## src/rtl/xlat_pkg.sv

```systemverilog
package xlat_pkg;

  // Attribute bits kept with every cached translation
  typedef struct packed {
    logic ro;     // writes forbidden
    logic sys;    // user-level access forbidden
    logic dirty;  // page already written
  } xlat_attr_t;

endpackage

```

## src/rtl/xlat_cam.sv

```systemverilog
// Parallel tag compare over all entries, with a binary encode of the match
module xlat_cam #(
  parameter int N     = 8,
  parameter int TAG_W = 20,
  parameter int IDX_W = (N > 1) ? $clog2(N) : 1
) (
  input  logic [N-1:0]            valid_i,
  input  logic [N-1:0][TAG_W-1:0] tags_i,
  input  logic [TAG_W-1:0]        key_i,
  output logic                    any_o,
  output logic [IDX_W-1:0]        idx_o
);

  logic [N-1:0] match;

  for (genvar g = 0; g < N; g++) begin : g_cmp
    assign match[g] = valid_i[g] && (tags_i[g] == key_i);
  end

  assign any_o = |match;

  always_comb begin
    idx_o = '0;
    for (int i = 0; i < N; i++) begin
      if (match[i]) idx_o = IDX_W'(i);
    end
  end

endmodule

```

## src/rtl/xlat_victim.sv

```systemverilog
// Chooses the entry a new translation goes into: lowest free slot first,
// otherwise a round-robin pointer over all slots
module xlat_victim #(
  parameter int N     = 8,
  parameter int IDX_W = (N > 1) ? $clog2(N) : 1
) (
  input  logic             clk,
  input  logic             rst_n,
  input  logic [N-1:0]     valid_i,
  input  logic             advance_i,
  output logic             full_o,
  output logic [IDX_W-1:0] victim_o
);

  localparam logic [IDX_W-1:0] LAST = IDX_W'(N - 1);

  logic [IDX_W-1:0] ptr_q, ptr_d;
  logic [IDX_W-1:0] free_idx;

  always_comb begin
    free_idx = '0;
    for (int i = N - 1; i >= 0; i--) begin
      if (!valid_i[i]) free_idx = IDX_W'(i);
    end
  end

  assign full_o   = &valid_i;
  assign victim_o = full_o ? ptr_q : free_idx;

  always_comb begin
    ptr_d = ptr_q;
    if (advance_i) ptr_d = (ptr_q == LAST) ? '0 : ptr_q + 1'b1;
  end

  always_ff @(posedge clk or negedge rst_n) begin
    if (!rst_n)         ptr_q <= '0;
    else if (advance_i) ptr_q <= ptr_d;
  end

endmodule

```

## src/rtl/xlat_check.sv

```systemverilog
// Permission check of a hit entry against the access kind and level
module xlat_check
  import xlat_pkg::*;
(
  input  xlat_attr_t attr_i,
  input  logic       write_i,
  input  logic       user_i,
  output logic       fault_o,
  output logic       mark_dirty_o
);

  logic wr_blocked;
  logic lvl_blocked;

  assign wr_blocked   = write_i && attr_i.ro;
  assign lvl_blocked  = user_i && attr_i.sys;
  assign fault_o      = wr_blocked || lvl_blocked;
  assign mark_dirty_o = write_i && !fault_o && !attr_i.dirty;

endmodule

```

## src/rtl/xlat_cache.sv

```systemverilog
module xlat_cache
  import xlat_pkg::*;
#(
  parameter int VPN_W   = 20,
  parameter int PFN_W   = 20,
  parameter int OFF_W   = 12,
  parameter int ENTRIES = 8
) (
  input  logic                   clk,
  input  logic                   rst_n,
  input  logic                   req_valid,
  input  logic [VPN_W+OFF_W-1:0] req_vaddr,
  input  logic                   req_write,
  input  logic                   req_user,
  input  logic                   refill_valid,
  input  logic [VPN_W-1:0]       refill_vpn,
  input  logic [PFN_W-1:0]       refill_pfn,
  input  logic                   refill_ro,
  input  logic                   refill_sys,
  input  logic                   refill_dirty,
  input  logic                   flush,
  output logic                   rsp_hit,
  output logic                   rsp_miss,
  output logic                   rsp_fault,
  output logic [PFN_W+OFF_W-1:0] rsp_paddr,
  output logic [VPN_W-1:0]       rsp_vpn,
  output logic                   rsp_dirty_upd
);

  localparam int IDX_W = (ENTRIES > 1) ? $clog2(ENTRIES) : 1;
  localparam int VA_W  = VPN_W + OFF_W;
  localparam int PA_W  = PFN_W + OFF_W;

  // ---------------- entry storage ----------------
  logic [ENTRIES-1:0]            valid_q, valid_d;
  logic [ENTRIES-1:0][VPN_W-1:0] vpn_q, vpn_d;
  logic [ENTRIES-1:0][PFN_W-1:0] pfn_q, pfn_d;
  xlat_attr_t [ENTRIES-1:0]      attr_q, attr_d;
  logic                          tbl_we;

  // ---------------- lookup path ----------------
  logic [VPN_W-1:0] look_vpn;
  logic [OFF_W-1:0] look_off;
  logic             look_any;
  logic [IDX_W-1:0] look_idx;
  logic             look_fault;
  logic             look_mark;

  assign look_vpn = req_vaddr[VA_W-1:OFF_W];
  assign look_off = req_vaddr[OFF_W-1:0];

  xlat_cam #(.N(ENTRIES), .TAG_W(VPN_W), .IDX_W(IDX_W)) u_look_cam (
    .valid_i (valid_q),
    .tags_i  (vpn_q),
    .key_i   (look_vpn),
    .any_o   (look_any),
    .idx_o   (look_idx)
  );

  xlat_check u_check (
    .attr_i       (attr_q[look_idx]),
    .write_i      (req_write),
    .user_i       (req_user),
    .fault_o      (look_fault),
    .mark_dirty_o (look_mark)
  );

  // ---------------- refill path ----------------
  logic             fill_take;
  logic             fill_any;
  logic [IDX_W-1:0] fill_idx;
  logic             tbl_full;
  logic [IDX_W-1:0] victim_idx;
  logic [IDX_W-1:0] fill_slot;
  logic             rr_advance;

  assign fill_take = refill_valid && !flush;

  xlat_cam #(.N(ENTRIES), .TAG_W(VPN_W), .IDX_W(IDX_W)) u_fill_cam (
    .valid_i (valid_q),
    .tags_i  (vpn_q),
    .key_i   (refill_vpn),
    .any_o   (fill_any),
    .idx_o   (fill_idx)
  );

  assign rr_advance = fill_take && !fill_any && tbl_full;

  xlat_victim #(.N(ENTRIES), .IDX_W(IDX_W)) u_victim (
    .clk       (clk),
    .rst_n     (rst_n),
    .valid_i   (valid_q),
    .advance_i (rr_advance),
    .full_o    (tbl_full),
    .victim_o  (victim_idx)
  );

  assign fill_slot = fill_any ? fill_idx : victim_idx;

  // ---------------- table next state ----------------
  logic set_dirty;

  assign set_dirty = req_valid && look_any && look_mark;

  always_comb begin
    valid_d = valid_q;
    vpn_d   = vpn_q;
    pfn_d   = pfn_q;
    attr_d  = attr_q;
    if (set_dirty) attr_d[look_idx].dirty = 1'b1;
    if (fill_take) begin
      valid_d[fill_slot]      = 1'b1;
      vpn_d[fill_slot]        = refill_vpn;
      pfn_d[fill_slot]        = refill_pfn;
      attr_d[fill_slot].ro    = refill_ro;
      attr_d[fill_slot].sys   = refill_sys;
      attr_d[fill_slot].dirty = refill_dirty;
    end
    if (flush) valid_d = '0;
  end

  assign tbl_we = set_dirty || fill_take;

  always_ff @(posedge clk or negedge rst_n) begin
    if (!rst_n)                 valid_q <= '0;
    else if (tbl_we || flush)   valid_q <= valid_d;
  end

  always_ff @(posedge clk) begin
    if (tbl_we) begin
      vpn_q  <= vpn_d;
      pfn_q  <= pfn_d;
      attr_q <= attr_d;
    end
  end

  // ---------------- response next state ----------------
  logic            hit_d, miss_d, fault_d, dupd_d;
  logic [PA_W-1:0] paddr_d;

  always_comb begin
    hit_d   = req_valid && look_any && !look_fault;
    miss_d  = req_valid && !look_any;
    fault_d = req_valid && look_any && look_fault;
    dupd_d  = set_dirty;
    paddr_d = hit_d ? {pfn_q[look_idx], look_off} : '0;
  end

  always_ff @(posedge clk or negedge rst_n) begin
    if (!rst_n) begin
      rsp_hit       <= 1'b0;
      rsp_miss      <= 1'b0;
      rsp_fault     <= 1'b0;
      rsp_dirty_upd <= 1'b0;
      rsp_paddr     <= '0;
    end else begin
      rsp_hit       <= hit_d;
      rsp_miss      <= miss_d;
      rsp_fault     <= fault_d;
      rsp_dirty_upd <= dupd_d;
      rsp_paddr     <= paddr_d;
    end
  end

  always_ff @(posedge clk or negedge rst_n) begin
    if (!rst_n)         rsp_vpn <= '0;
    else if (req_valid) rsp_vpn <= look_vpn;
  end

endmodule

```

## config.mk

```make
export PLATFORM = sky130hd
export DESIGN_NAME = xlat_cache
export DESIGN_NICKNAME = d
export VERILOG_FILES = /design/src/rtl/xlat_pkg.sv /design/src/rtl/xlat_cam.sv /design/src/rtl/xlat_victim.sv /design/src/rtl/xlat_check.sv /design/src/rtl/xlat_cache.sv
export SDC_FILE = /design/constraint.sdc
export NUM_CORES = 1
export LEC_CHECK = 0
export CAP_MARGIN = 10
export CORE_AREA = 4 4 202 204
export CTS_CLUSTER_DIAMETER = 50
export DETAILED_ROUTE_END_ITERATION = 10
export DIE_AREA = 0 0 206 208
export GPL_ROUTABILITY_DRIVEN = 1
export MAX_ROUTING_LAYER = met4
export PLACE_DENSITY = 0.77
export SLEW_MARGIN = 10
export SYNTH_ARGS = -nofsm -noshare
export SYNTH_HDL_FRONTEND = slang
export SYNTH_SLANG_ARGS = --single-unit
```

## constraint.sdc

```tcl
create_clock -name clk -period 6 [get_ports clk]
set_input_delay 0.6 -clock clk [delete_from_list [all_inputs] [get_ports clk]]
set_output_delay 0.6 -clock clk [all_outputs]
set_load 0.005 [all_outputs]
```

==> impl_metrics.tcl <==
set metrics [dict create \
    status "complete, no violations" \
    syn_to_final_growth_pct 18.1 \
    irDropWorstVdd_v 0.000207 \
    start_util 0.490 \
    post_cts_buffers 0 \
    p_per_area_mw_per_mm2 280 \
    cp_max_fo 15 \
    syn_inst 1385 \
    syn-mean-instance-area_um2 13.9 \
    maxCapViolations 0 \
    synth.largest_area_cell "edfxtp_1" \
    fp.coreArea_mm2 0.0393 \
    clk_latency_ps 570 \
    cp-start-kind "primary input" \
    worst_pin_slew_ps 1090 \
    synth_ff_type "edfxtp_1" \
    path_delay_family "simple AND/OR/NAND/NOR gates" \
    slew_headroom 0.269 \
    post-place-cells 2023 \
    skew_ps 24.6 \
    cts_htree_levels 2 \
    min_period_over_period 0.783 \
    die_x_um 206 \
    crit_buf_inv 1 \
    grt_use_met3 0.0599 \
    clkSinkCount 411 \
    place_congestion 0.972 \
    synth_top_cells_by_area "edfxtp_1, xnor2_1, dfrtp_1" \
    yosysMostFrequentCell "edfxtp_1" \
    routed_wl_um 55700 \
    setup_tns_ps 0 \
    crit_slowest_cell "clkdlybuf4s50_1" \
    end_kind "flip-flop" \
    portBuffers 137 \
    wl_per_cell_um 26.4 \
    fin_nets 1630 \
    cts-resized-gates 0 \
    antenna_found_initial 1 \
    crit_top_cell "and2_1" \
    synth_cell_types 78 \
    use_met2 0.399 \
    rsz0062_at_grt "false" \
    crit_arrival_ps 4910 \
    synthTopCellsByCount "edfxtp_1, xnor2_1, nand4_1" \
    synth-edff-count 344 \
    ant_nets 0 \
    yosysSeqAreaShare 0.624 \
    synth-async-reset-ratio 0.163 \
    power.total_mw 6.36 \
    period_needed_ps 4700 \
    drc 0 \
    pin_count 138 \
    grt_overflow 0 \
    final_cells 2110 \
    critPathMaxStageDelay_ps 1090 \
    clk_pin_slew_ps 50 \
    syn_area_mm2 0.0192 \
    grt_use_met1 0.371 \
    hold_violations 0 \
    grt_pass1_vias 12600 \
    max_freq_mhz 213 \
    cts_buffers 46 \
    clock_tree.buffer_depth 3 \
    vias 12500 \
    drv_slew 0 \
    syn_nets 1469 \
    ff2ff_setup_slack_ps 2010 \
    die_h_um 208 \
    place_area_mm2 0.0213 \
    grt_usage 0.266 \
    cts_root_buf "clkbuf_16" \
    dp_hpwl_um 37800 \
    dieArea_mm2 0.0428 \
    finalSetupViolCount 0 \
    grt_pass1_wl_um 82400 \
    vias_per_cell 5.94 \
    grt.busiest_layer "met2" \
    first_pass_iters 5 \
    drtIter0Drc 1279 \
    num_rows 73 \
    hold_slack_ps 133 \
    yosysTopAreaCellShare 0.537 \
    yosysWarnings 0 \
    grt_max_degree 68 \
    critPathRequiredTime_ps 6210 \
    worstPathCellList "clkdlybuf4s50_1 -> xnor2_1 -> and4_1 -> and4_4 -> and2_1 -> nor4_4 -> nand3_2 -> o311a_1 -> a22oi_4 -> and2_1 -> nand2b_1" \
    p_leak_nw 7.75 \
    ys_ff_latch 411 \
    finalInstanceArea_mm2 0.0227 \
    drive_above_1_share 0.129 \
    holdCritPathClass "in2async" \
    fill_cells 3128 \
    path_class "in2reg" \
    cts_hold_buffers 0 \
    cts_tree "yes" \
]
## placed cells by master, fill, tap and decap left out, types with 37 or more instances in the layout
| cell | instances |
|---|---|
| nor2_1 | 37 |
| edfxtp_1 | 344 |
| xor2_1 | 73 |
| nand2_1 | 53 |
| clkdlybuf4s50_1 | 136 |
| nor4_1 | 38 |
| clkbuf_16 | 47 |
| xnor2_1 | 243 |
| nand4_1 | 91 |
| dfrtp_1 | 67 |
| nand3_1 | 48 |
| buf_4 | 49 |
## layer usage
layer,vias to the layer above,wire length [um]
met5,-,0
met4,0,1470
met3,95,5190
met2,615,25600
met1,6291,23500
li1,5525,-
## final timing paths
kind                               end          start  depth (start not counted)
setup / recovery            attr_q[15]  req_vaddr[26]                         11
hold / removal             rsp_vpn[14]          rst_n                          1
setup reg to reg            attr_q[15]     vpn_q[106]                         11
hold reg to reg             rsp_vpn[7]     rsp_vpn[7]                          1
max in group asynchronous  rsp_vpn[10]          rst_n                          1
min in group clk            rsp_vpn[7]     rsp_vpn[7]                          1
## through the flow
step	util	worst slack [ps]
4_1_cts	0.579	1390
3_3_place_gp	0.542	889
5_1_grt	0.579	1100
3_5_place_dp	0.542	775
2_1_floorplan	-	1830
6_report	0.579	1300
## cells by family after synthesis
logic type	after synthesis	synth area share
buffers and inverters	87	0.0262
multiplexers	61	0.0341
adder cells (fa/ha/maj)	2	0.00130
AO/OA/AOI/OAI	122	0.0518
flip-flops	411	0.624
AND/OR/NAND/NOR	380	0.114
XOR/XNOR	322	0.149
## sequential cells by signal (all words and copies together) (netlist names)
register,flops
rsp_fault,1
rsp_miss,1
vpn_q,160
rsp_hit,1
attr_q,24
pfn_q,160
rsp_dirty_upd,1
rsp_vpn,20
rsp_paddr,32
valid_q,8
u_victim.ptr_q,3
## where the power goes
| part | total [mW] | switching (mW) | internal (mW) |
|---|---|---|---|
| Combinational | 0.490 | 0.286 | 0.204 |
| Sequential | 3.18 | 0.0287 | 3.15 |
| Clock | 2.70 | 1.16 | 1.53 |
## layout make-up
type	instances	area, um^2	share of cell area
Antenna cell	1	2.50	0.000110
Clock buffer	61	1250	0.0549
Clock inverter	25	211	0.00930
Inverter	11	41.3	0.00182
Multi-Input combinational cell	887	6760	0.297
Sequential cell	411	12000	0.528
Tap cell	525	657	0.0289
Timing Repair Buffer	189	1810	0.0796
No activity file was read; power rests on OpenSTA's default activity.
